`src/rtl/cfg_loader_pkg.sv`:
```
package cfg_loader_pkg;
  localparam logic [15:0] SIG_LOADING = 16'hFFFF;
  localparam logic [15:0] SIG_EMPTY   = 16'h0000;

  typedef enum logic {LD_IDLE, LD_RUN} ld_state_t;

  typedef struct packed {
    logic [29:0] word_addr;
    logic [15:0] words;
    logic [15:0] sig;
  } slot_t;
endpackage

```
`src/rtl/loader_table.sv`:
```
module loader_table
  import cfg_loader_pkg::*;
#(
  parameter int SLOTS = 4,
  parameter int AW    = 8,
  localparam int IW   = (SLOTS > 1) ? $clog2(SLOTS) : 1
) (
  input  logic          clk,
  input  logic          rst_n,
  input  logic          psel,
  input  logic          penable,
  input  logic          pwrite,
  input  logic [AW-1:0] paddr,
  input  logic [31:0]   pwdata,
  output logic [31:0]   prdata,
  input  logic [IW-1:0] slot_idx,
  output slot_t         slot_q,
  input  logic          st_start,
  input  logic          st_commit,
  input  logic [15:0]   commit_sig,
  output logic [15:0]   status_sig
);
  slot_t tbl [SLOTS];
  logic  wr_en;
  logic  unused_bits;

  assign wr_en       = psel && penable && pwrite;
  assign unused_bits = ^{pwdata[31:16], paddr[1:0]};

  for (genvar g = 0; g < SLOTS; g++) begin : g_slot
    always_ff @(posedge clk) begin
      if (!rst_n) begin
        tbl[g] <= '0;
      end else if (wr_en && paddr[AW-1:4] == (AW-4)'(g)) begin
        case (paddr[3:2])
          2'd0:    tbl[g].word_addr <= pwdata[31:2];
          2'd1:    tbl[g].words     <= pwdata[15:0];
          2'd2:    tbl[g].sig       <= pwdata[15:0];
          default: ;
        endcase
      end
    end
  end

  always_ff @(posedge clk) begin
    if (!rst_n)         status_sig <= SIG_EMPTY;
    else if (st_commit) status_sig <= commit_sig;
    else if (st_start)  status_sig <= SIG_LOADING;
  end

  always_comb begin
    prdata = '0;
    if (paddr == AW'(SLOTS * 16)) begin
      prdata = {16'h0000, status_sig};
    end else if (paddr[AW-1:4] < (AW-4)'(SLOTS)) begin
      case (paddr[3:2])
        2'd0:    prdata = {tbl[paddr[IW+3:4]].word_addr, 2'b00};
        2'd1:    prdata = {16'h0000, tbl[paddr[IW+3:4]].words};
        2'd2:    prdata = {16'h0000, tbl[paddr[IW+3:4]].sig};
        default: prdata = '0;
      endcase
    end
  end

  assign slot_q = tbl[slot_idx];
endmodule

```
`src/rtl/loader_fifo.sv`:
```
module loader_fifo #(
  parameter int W     = 32,
  parameter int DEPTH = 16,
  localparam int AW   = $clog2(DEPTH)
) (
  input  logic         clk,
  input  logic         rst_n,
  input  logic         push,
  input  logic [W-1:0] din,
  output logic         out_valid,
  input  logic         out_ready,
  output logic [W-1:0] dout,
  output logic         full
);
  logic [W-1:0] mem [DEPTH];
  logic [AW-1:0] wp, rp;
  logic [AW:0]   cnt;
  logic          pop, wr;

  assign out_valid = (cnt != '0);
  assign full      = (cnt == (AW+1)'(DEPTH));
  assign pop       = out_valid && out_ready;
  assign wr        = push && !full;
  assign dout      = mem[rp];

  always_ff @(posedge clk) begin
    if (!rst_n) begin
      wp  <= '0;
      rp  <= '0;
      cnt <= '0;
    end else begin
      if (wr)  wp <= wp + 1'b1;
      if (pop) rp <= rp + 1'b1;
      cnt <= cnt + (wr ? (AW+1)'(1) : '0) - (pop ? (AW+1)'(1) : '0);
    end
  end

  always_ff @(posedge clk) begin
    if (wr) mem[wp] <= din;
  end

  // space reservation means a response never meets a full buffer
  p_no_overflow_r4: assert property (@(posedge clk) disable iff (!rst_n)
    push |-> !full);

  // a stalled word stays presented and unchanged
  p_cfg_hold_r5: assert property (@(posedge clk) disable iff (!rst_n)
    out_valid && !out_ready |=> out_valid && $stable(dout));
endmodule

```
`src/rtl/loader_fetch.sv`:
```
module loader_fetch
  import cfg_loader_pkg::*;
#(
  parameter int BURST = 8,
  parameter int DEPTH = 16,
  localparam int BLW  = $clog2(BURST + 1),
  localparam int PW   = $clog2(DEPTH + BURST + 1)
) (
  input  logic           clk,
  input  logic           rst_n,
  input  logic           load_req,
  input  slot_t          slot,
  input  logic           out_fire,
  output logic           mrd_valid,
  input  logic           mrd_ready,
  output logic [31:0]    mrd_addr,
  output logic [BLW-1:0] mrd_len,
  output logic           busy,
  output logic           done,
  output logic           st_start,
  output logic           st_commit,
  output logic [15:0]    commit_sig
);
  ld_state_t      state;
  logic [29:0]    cur_addr, req_a;
  logic [15:0]    req_left, out_left, burst_now, held_sig;
  logic [PW-1:0]  pend;
  logic [BLW-1:0] req_n;
  logic           req_v, done_q, can_issue, last_out, zero_go;

  assign burst_now = (req_left >= 16'(BURST)) ? 16'(BURST) : req_left;
  assign can_issue = (state == LD_RUN) && !req_v && (req_left != '0) &&
                     (pend + PW'(burst_now) <= PW'(DEPTH));
  assign last_out  = (state == LD_RUN) && out_fire && (out_left == 16'd1);
  assign st_start  = (state == LD_IDLE) && load_req && (slot.words != '0);
  assign zero_go   = (state == LD_IDLE) && load_req && (slot.words == '0);
  assign st_commit = last_out || zero_go;
  assign commit_sig = zero_go ? slot.sig : held_sig;

  assign mrd_valid = req_v;
  assign mrd_addr  = {req_a, 2'b00};
  assign mrd_len   = req_n;
  assign busy      = (state == LD_RUN);
  assign done      = done_q;

  always_ff @(posedge clk) begin
    if (!rst_n) begin
      state    <= LD_IDLE;
      cur_addr <= '0;
      req_left <= '0;
      out_left <= '0;
      held_sig <= '0;
      pend     <= '0;
      req_v    <= 1'b0;
      req_a    <= '0;
      req_n    <= '0;
      done_q   <= 1'b0;
    end else begin
      done_q <= st_commit;
      if (req_v && mrd_ready) req_v <= 1'b0;
      pend <= pend + (can_issue ? PW'(burst_now) : '0) - (out_fire ? PW'(1) : '0);
      case (state)
        LD_IDLE: begin
          if (st_start) begin
            state    <= LD_RUN;
            cur_addr <= slot.word_addr;
            req_left <= slot.words;
            out_left <= slot.words;
            held_sig <= slot.sig;
          end
        end
        default: begin
          if (can_issue) begin
            req_v    <= 1'b1;
            req_a    <= cur_addr;
            req_n    <= BLW'(burst_now);
            cur_addr <= cur_addr + 30'(burst_now);
            req_left <= req_left - burst_now;
          end
          if (out_fire) out_left <= out_left - 16'd1;
          if (last_out) state <= LD_IDLE;
        end
      endcase
    end
  end

  // an offered burst request is held until accepted
  p_req_hold_r3: assert property (@(posedge clk) disable iff (!rst_n)
    mrd_valid && !mrd_ready |=> mrd_valid && $stable(mrd_addr) && $stable(mrd_len));

  // completion is a single-cycle pulse
  p_done_pulse_r7: assert property (@(posedge clk) disable iff (!rst_n)
    done |=> !done);

  // completion coincides with the engine being idle
  p_done_idle_r7: assert property (@(posedge clk) disable iff (!rst_n)
    done |-> !busy);
endmodule

```
`src/rtl/cfg_loader.sv`:
```
module cfg_loader
  import cfg_loader_pkg::*;
#(
  parameter int SLOTS      = 4,
  parameter int BURST      = 8,
  parameter int FIFO_DEPTH = 16,
  parameter int APB_AW     = 8,
  localparam int IW        = (SLOTS > 1) ? $clog2(SLOTS) : 1,
  localparam int BLW       = $clog2(BURST + 1)
) (
  input  logic              clk,
  input  logic              rst_n,
  input  logic              psel,
  input  logic              penable,
  input  logic              pwrite,
  input  logic [APB_AW-1:0] paddr,
  input  logic [31:0]       pwdata,
  output logic [31:0]       prdata,
  input  logic              load_req,
  input  logic [IW-1:0]     load_idx,
  output logic              busy,
  output logic              done,
  output logic              mrd_valid,
  input  logic              mrd_ready,
  output logic [31:0]       mrd_addr,
  output logic [BLW-1:0]    mrd_len,
  input  logic              mrsp_valid,
  input  logic [31:0]       mrsp_data,
  output logic              cfg_valid,
  input  logic              cfg_ready,
  output logic [31:0]       cfg_data
);
  slot_t       slot_q;
  logic        st_start, st_commit, fifo_full, out_fire;
  logic [15:0] commit_sig, status_sig;

  assign out_fire = cfg_valid && cfg_ready;

  loader_table #(.SLOTS(SLOTS), .AW(APB_AW)) u_table (
    .clk(clk), .rst_n(rst_n), .psel(psel), .penable(penable), .pwrite(pwrite),
    .paddr(paddr), .pwdata(pwdata), .prdata(prdata), .slot_idx(load_idx),
    .slot_q(slot_q), .st_start(st_start), .st_commit(st_commit),
    .commit_sig(commit_sig), .status_sig(status_sig)
  );

  loader_fetch #(.BURST(BURST), .DEPTH(FIFO_DEPTH)) u_fetch (
    .clk(clk), .rst_n(rst_n), .load_req(load_req), .slot(slot_q),
    .out_fire(out_fire), .mrd_valid(mrd_valid), .mrd_ready(mrd_ready),
    .mrd_addr(mrd_addr), .mrd_len(mrd_len), .busy(busy), .done(done),
    .st_start(st_start), .st_commit(st_commit), .commit_sig(commit_sig)
  );

  loader_fifo #(.W(32), .DEPTH(FIFO_DEPTH)) u_fifo (
    .clk(clk), .rst_n(rst_n), .push(mrsp_valid), .din(mrsp_data),
    .out_valid(cfg_valid), .out_ready(cfg_ready), .dout(cfg_data), .full(fifo_full)
  );

  // while a copy runs, software sees the loading marker
  p_loading_sig_r6: assert property (@(posedge clk) disable iff (!rst_n)
    busy |-> status_sig == SIG_LOADING);
endmodule

```
`config.mk`:
```
export PLATFORM = sky130hd
export DESIGN_NAME = cfg_loader
export DESIGN_NICKNAME = d
export VERILOG_FILES = /design/src/rtl/cfg_loader_pkg.sv /design/src/rtl/loader_table.sv /design/src/rtl/loader_fifo.sv /design/src/rtl/loader_fetch.sv /design/src/rtl/cfg_loader.sv
export SDC_FILE = /design/constraint.sdc
export NUM_CORES = 1
export LEC_CHECK = 0
export BUFFER_PORTS_ARGS = -buffer_cell sky130_fd_sc_hd__buf_2
export CORE_MARGIN = 2
export CORE_UTILIZATION = 45
export DETAILED_ROUTE_END_ITERATION = 7
export PLACE_DENSITY = 0.63
export SLEW_MARGIN = 5
export SYNTH_ARGS = -nofsm -noshare
export SYNTH_HDL_FRONTEND = slang
export SYNTH_SLANG_ARGS = --single-unit
```
`constraint.sdc`:
```
create_clock -name clk -period 7 [get_ports clk]
set_input_delay 1.4 -clock clk [delete_from_list [all_inputs] [get_ports clk]]
set_output_delay 1.4 -clock clk [all_outputs]
set_load 0.05 [all_outputs]
```
==> insert_results.sql <==
INSERT INTO impl_metrics (metric_group, metric, value, unit) VALUES
('outcome', 'status', 'finished clean', ''),
('cts', 'cts_tree', 'built', ''),
('final_layout', 'n_fill_cell', '7291', ''),
('sta', 'hold-worst-slack', '0.459', 'ns'),
('logic_synthesis', 'post_synth_main_area_contributors', 'sky130_fd_sc_hd__edfxtp_1 (56%), sky130_fd_sc_hd__mux4_2 (16%), sky130_fd_sc_hd__dfxtp_1 (7.6%), sky130_fd_sc_hd__and2_1 (4.0%), sky130_fd_sc_hd__nor2_1 (1.6%)', ''),
('min_path', 'min-delay-start', 'u_fetch.held_sig[3]', ''),
('final_layout', 'multi_input_area', '13800', 'um^2'),
('logic_synthesis', 'synth_edf_count', '760', ''),
('cts', 'cts-buffers-inserted', '96', ''),
('setup_path', 'worstPathMaxFanout', '36', ''),
('sta', 'fin_skew', '0.0773', 'ns'),
('placed_design', 'place_hpwl', '61200', 'um'),
('setup_path', 'end_kind', 'primary output', ''),
('floorplanning', 'dieArea', '92200', 'um^2'),
('min_path', 'min-delay-path-class', 'reg -> reg', ''),
('sta', 'grt_setup_unrepaired', 'no', ''),
('sta', 'final.setup.tns', '0', 'ns'),
('global_route', 'grt_max_degree', '93', ''),
('setup_path', 'max_stage_delay', '0.57', 'ns'),
('cts', 'post_cts_resized', '0', ''),
('sta', 'worst-slew-pin-transition', '1.33', 'ns'),
('global_route', 'grt.met3_usage', '3.14', '%'),
('pwr', 'leakagePower', '15.6', 'nW'),
('floorplanning', 'core_area', '88600', 'um^2'),
('floorplanning', 'chipWidth', '304', 'um'),
('global_route', 'grt-ovfl-total', '0', ''),
('cts', 'max-clock-path-buffers', '3', ''),
('logic_synthesis', 'synth_largest_area_cell', 'sky130_fd_sc_hd__edfxtp_1', ''),
('logic_synthesis', 'synth.yosys.seq_area_share', '64.0', '%'),
('setup_path', 'cp_cell_sequence', 'buf_4, buf_4, mux4_2, mux2i_1, o21ai_0, a22o_1, buf_2', ''),
('sta', 'report.final.hold_viol_count', '0', ''),
('final_layout', 'design.final.nets', '2897', ''),
('setup_path', 'critPathLaunch', 'paddr[4]', ''),
('floorplanning', 'std_cell_rows', '109', ''),
('drt', 'detail_route.wirelength', '101000', 'um'),
('sta', 'report.final.setup_viol', '0', ''),
('global_route', 'met2_capacity_usage_during_global_routing', '37.7', '%'),
('placed_design', 'port_buffers', '184', ''),
('logic_synthesis', 'share_of_async_settable_or_async_resettable_flops_after_synthesis', '0', '%'),
('setup_path', 'worstSetupStartpointType', 'input pin', ''),
('drt', 'detail_route.wl_per_cell', '25.0', 'um'),
('floorplanning', 'initial_core_util', '45.6', '%'),
('cts', 'clock_insertion_delay_worst_skew', '0.68', 'ns'),
('setup_path', 'path_common_cell', 'sky130_fd_sc_hd__buf_4', ''),
('logic_synthesis', 'ys_dominant_reg_cell', 'sky130_fd_sc_hd__edfxtp_1', ''),
('setup_path', 'r2r_start', 'u_fetch.req_left[10]', ''),
('sta', 'fmax', '0.187', 'GHz'),
('logic_synthesis', 'postSynthRegisterBits', '913', ''),
('floorplanning', 'boundaryPins', '187', ''),
('global_route', 'grt_first_pass_wirelength', '152000', 'um'),
('sta', 'max_slew_margin', '11.2', '%'),
('drt', 'vias_per_cell', '5.85', ''),
('setup_path', 'critical_path.slowest_cell', 'sky130_fd_sc_hd__buf_4', ''),
('global_route', 'met1_capacity_usage_during_global_routing', '28.0', '%'),
('sta', 'min_period', '5.34', 'ns'),
('pwr', 'vdd_drop_max', '236', 'uV'),
('logic_synthesis', 'synth_largest_type_area_fraction', '56.5', '%'),
('sta', 'final-max-slew-violation-count', '0', ''),
('pwr', 'total_power_per_unit_cell_area', '313', 'nW/um^2'),
('logic_synthesis', 'netlist-cell-type-count', '78', ''),
('floorplanning', 'die_height', '304', 'um'),
('final_layout', 'finalInstanceArea', '45900', 'um^2'),
('cts', 'clk_pin_slew_worst_paths', '0.05', 'ns'),
('setup_path', 'critPathRequiredTime', '5.60', 'ns'),
('drt', 'drt.antenna.violating_nets', '0', ''),
('final_layout', 'area.growth.synth_to_final', '13.5', '%'),
('logic_synthesis', 'post_synth_most_frequent_cells', 'sky130_fd_sc_hd__edfxtp_1 (760), sky130_fd_sc_hd__mux4_2 (284), sky130_fd_sc_hd__and2_1 (260), sky130_fd_sc_hd__nor2_1 (176), sky130_fd_sc_hd__dfxtp_1 (153)', ''),
('placed_design', 'gp_congestion', '0.822', ''),
('cts', 'post-cts-setup-buffer-count', '0', ''),
('logic_synthesis', 'post_synth.cell_area_avg', '15.5', 'um^2'),
('cts', 'cts_sinks', '913', '');
## layout by cell type, fill, tap and decap left out, types with 6 or more instances in the layout
master and count:
sky130_fd_sc_hd__a2111oi_0 16, sky130_fd_sc_hd__a211oi_1 9, sky130_fd_sc_hd__a211oi_2 6, sky130_fd_sc_hd__a21o_1 11, sky130_fd_sc_hd__a21oi_1 96, sky130_fd_sc_hd__a22o_1 15, sky130_fd_sc_hd__a31oi_1 12, sky130_fd_sc_hd__and2_1 260
sky130_fd_sc_hd__and3_1 25, sky130_fd_sc_hd__buf_2 182, sky130_fd_sc_hd__buf_4 53, sky130_fd_sc_hd__clkbuf_1 17, sky130_fd_sc_hd__clkbuf_16 97, sky130_fd_sc_hd__clkbuf_8 8, sky130_fd_sc_hd__clkinv_1 19, sky130_fd_sc_hd__clkinv_2 17
sky130_fd_sc_hd__clkinvlp_4 6, sky130_fd_sc_hd__conb_1 15, sky130_fd_sc_hd__dfxtp_1 148, sky130_fd_sc_hd__edfxtp_1 760, sky130_fd_sc_hd__ha_1 42, sky130_fd_sc_hd__inv_1 46, sky130_fd_sc_hd__mux2i_1 52, sky130_fd_sc_hd__mux4_2 284
sky130_fd_sc_hd__nand2_1 141, sky130_fd_sc_hd__nand2b_1 17, sky130_fd_sc_hd__nand3_1 25, sky130_fd_sc_hd__nand3b_1 7, sky130_fd_sc_hd__nand4_1 13, sky130_fd_sc_hd__nor2_1 162, sky130_fd_sc_hd__nor2_4 12, sky130_fd_sc_hd__nor3_1 19
sky130_fd_sc_hd__nor4_1 10, sky130_fd_sc_hd__o211ai_1 9, sky130_fd_sc_hd__o21a_1 8, sky130_fd_sc_hd__o21ai_0 73, sky130_fd_sc_hd__o21ai_1 7, sky130_fd_sc_hd__o21ai_2 8, sky130_fd_sc_hd__xnor2_1 7, sky130_fd_sc_hd__xor2_1 13
## per-layer routing
layer,vias up,share of wire [%]
met5,-,0.076
met4,12,3.2
met3,188,5.6
met2,781,51
met1,12089,40
li1,10416,-
## cell families after synthesis
logic type	after synthesis	share of synthesized area [%]
AND/OR/NAND/NOR	725	9.23
flip-flops	913	64.0
multiplexers	337	17.1
XOR/XNOR	20	0.433
adder cells (fa/ha/maj)	46	1.50
buffers and inverters	229	2.30
other	2	0.0186
AO/OA/AOI/OAI	328	5.34
## layout make-up
class	count	share of cell area [%]
tap	1165	3.18
timing repair buffer	238	2.99
clock inverter	55	1.10
antenna	3	0.0164
sequential	913	56.5
clock buffer	122	5.67
multi-input combinational	1471	30.2
inverter	48	0.398
## worst max-delay path: cells and delay by family
family	cells	cell delay [ns]
buffers and inverters	3	1.21
multiplexers	2	0.89
AO/OA/AOI/OAI	2	0.40
## per-stage QoR
| step | util, % | cells | total power (W) | setup slack [ns] |
|---|---|---|---|---|
| detailed placement | 48.2 | 3835 | 0.00956 | 1.56 |
| finish | 51.7 | 4015 | 0.0144 | 1.66 |
| global placement | 48.2 | 3835 | 0.00946 | 1.53 |
| floorplan | - | 2613 | 0.00875 | 2.04 |
| CTS | 51.7 | 4012 | 0.0145 | 1.56 |
| global route | 51.7 | 4014 | 0.0150 | 1.49 |
## where the power goes
group	internal, W	switching, W
Clock	0.00277	0.00218
Combinational	0.00124	0.00173
Sequential	0.00618	0.000280
Total	0.0102	0.00419
## worst paths after layout
path                          end  cells after the start  slack (ns)
max                     prdata[4]                      7        1.66
min           u_fetch.held_sig[3]                      2        0.46
max reg2reg  u_fetch.cur_addr[16]                     13        2.16
min reg2reg   u_fetch.held_sig[3]                      2        0.46
## state kept, by name, summed over array words and instances, names as in the netlist, 16 cells and up, named ones only
signal	cells
u_fetch.cur_addr	30
u_fetch.held_sig	16
u_fetch.out_left	16
u_fetch.req_a	30
u_fetch.req_left	16
u_fifo.mem	512
u_table.status_sig	16
u_table.tbl	248
(Power assumes the default switching activity.)
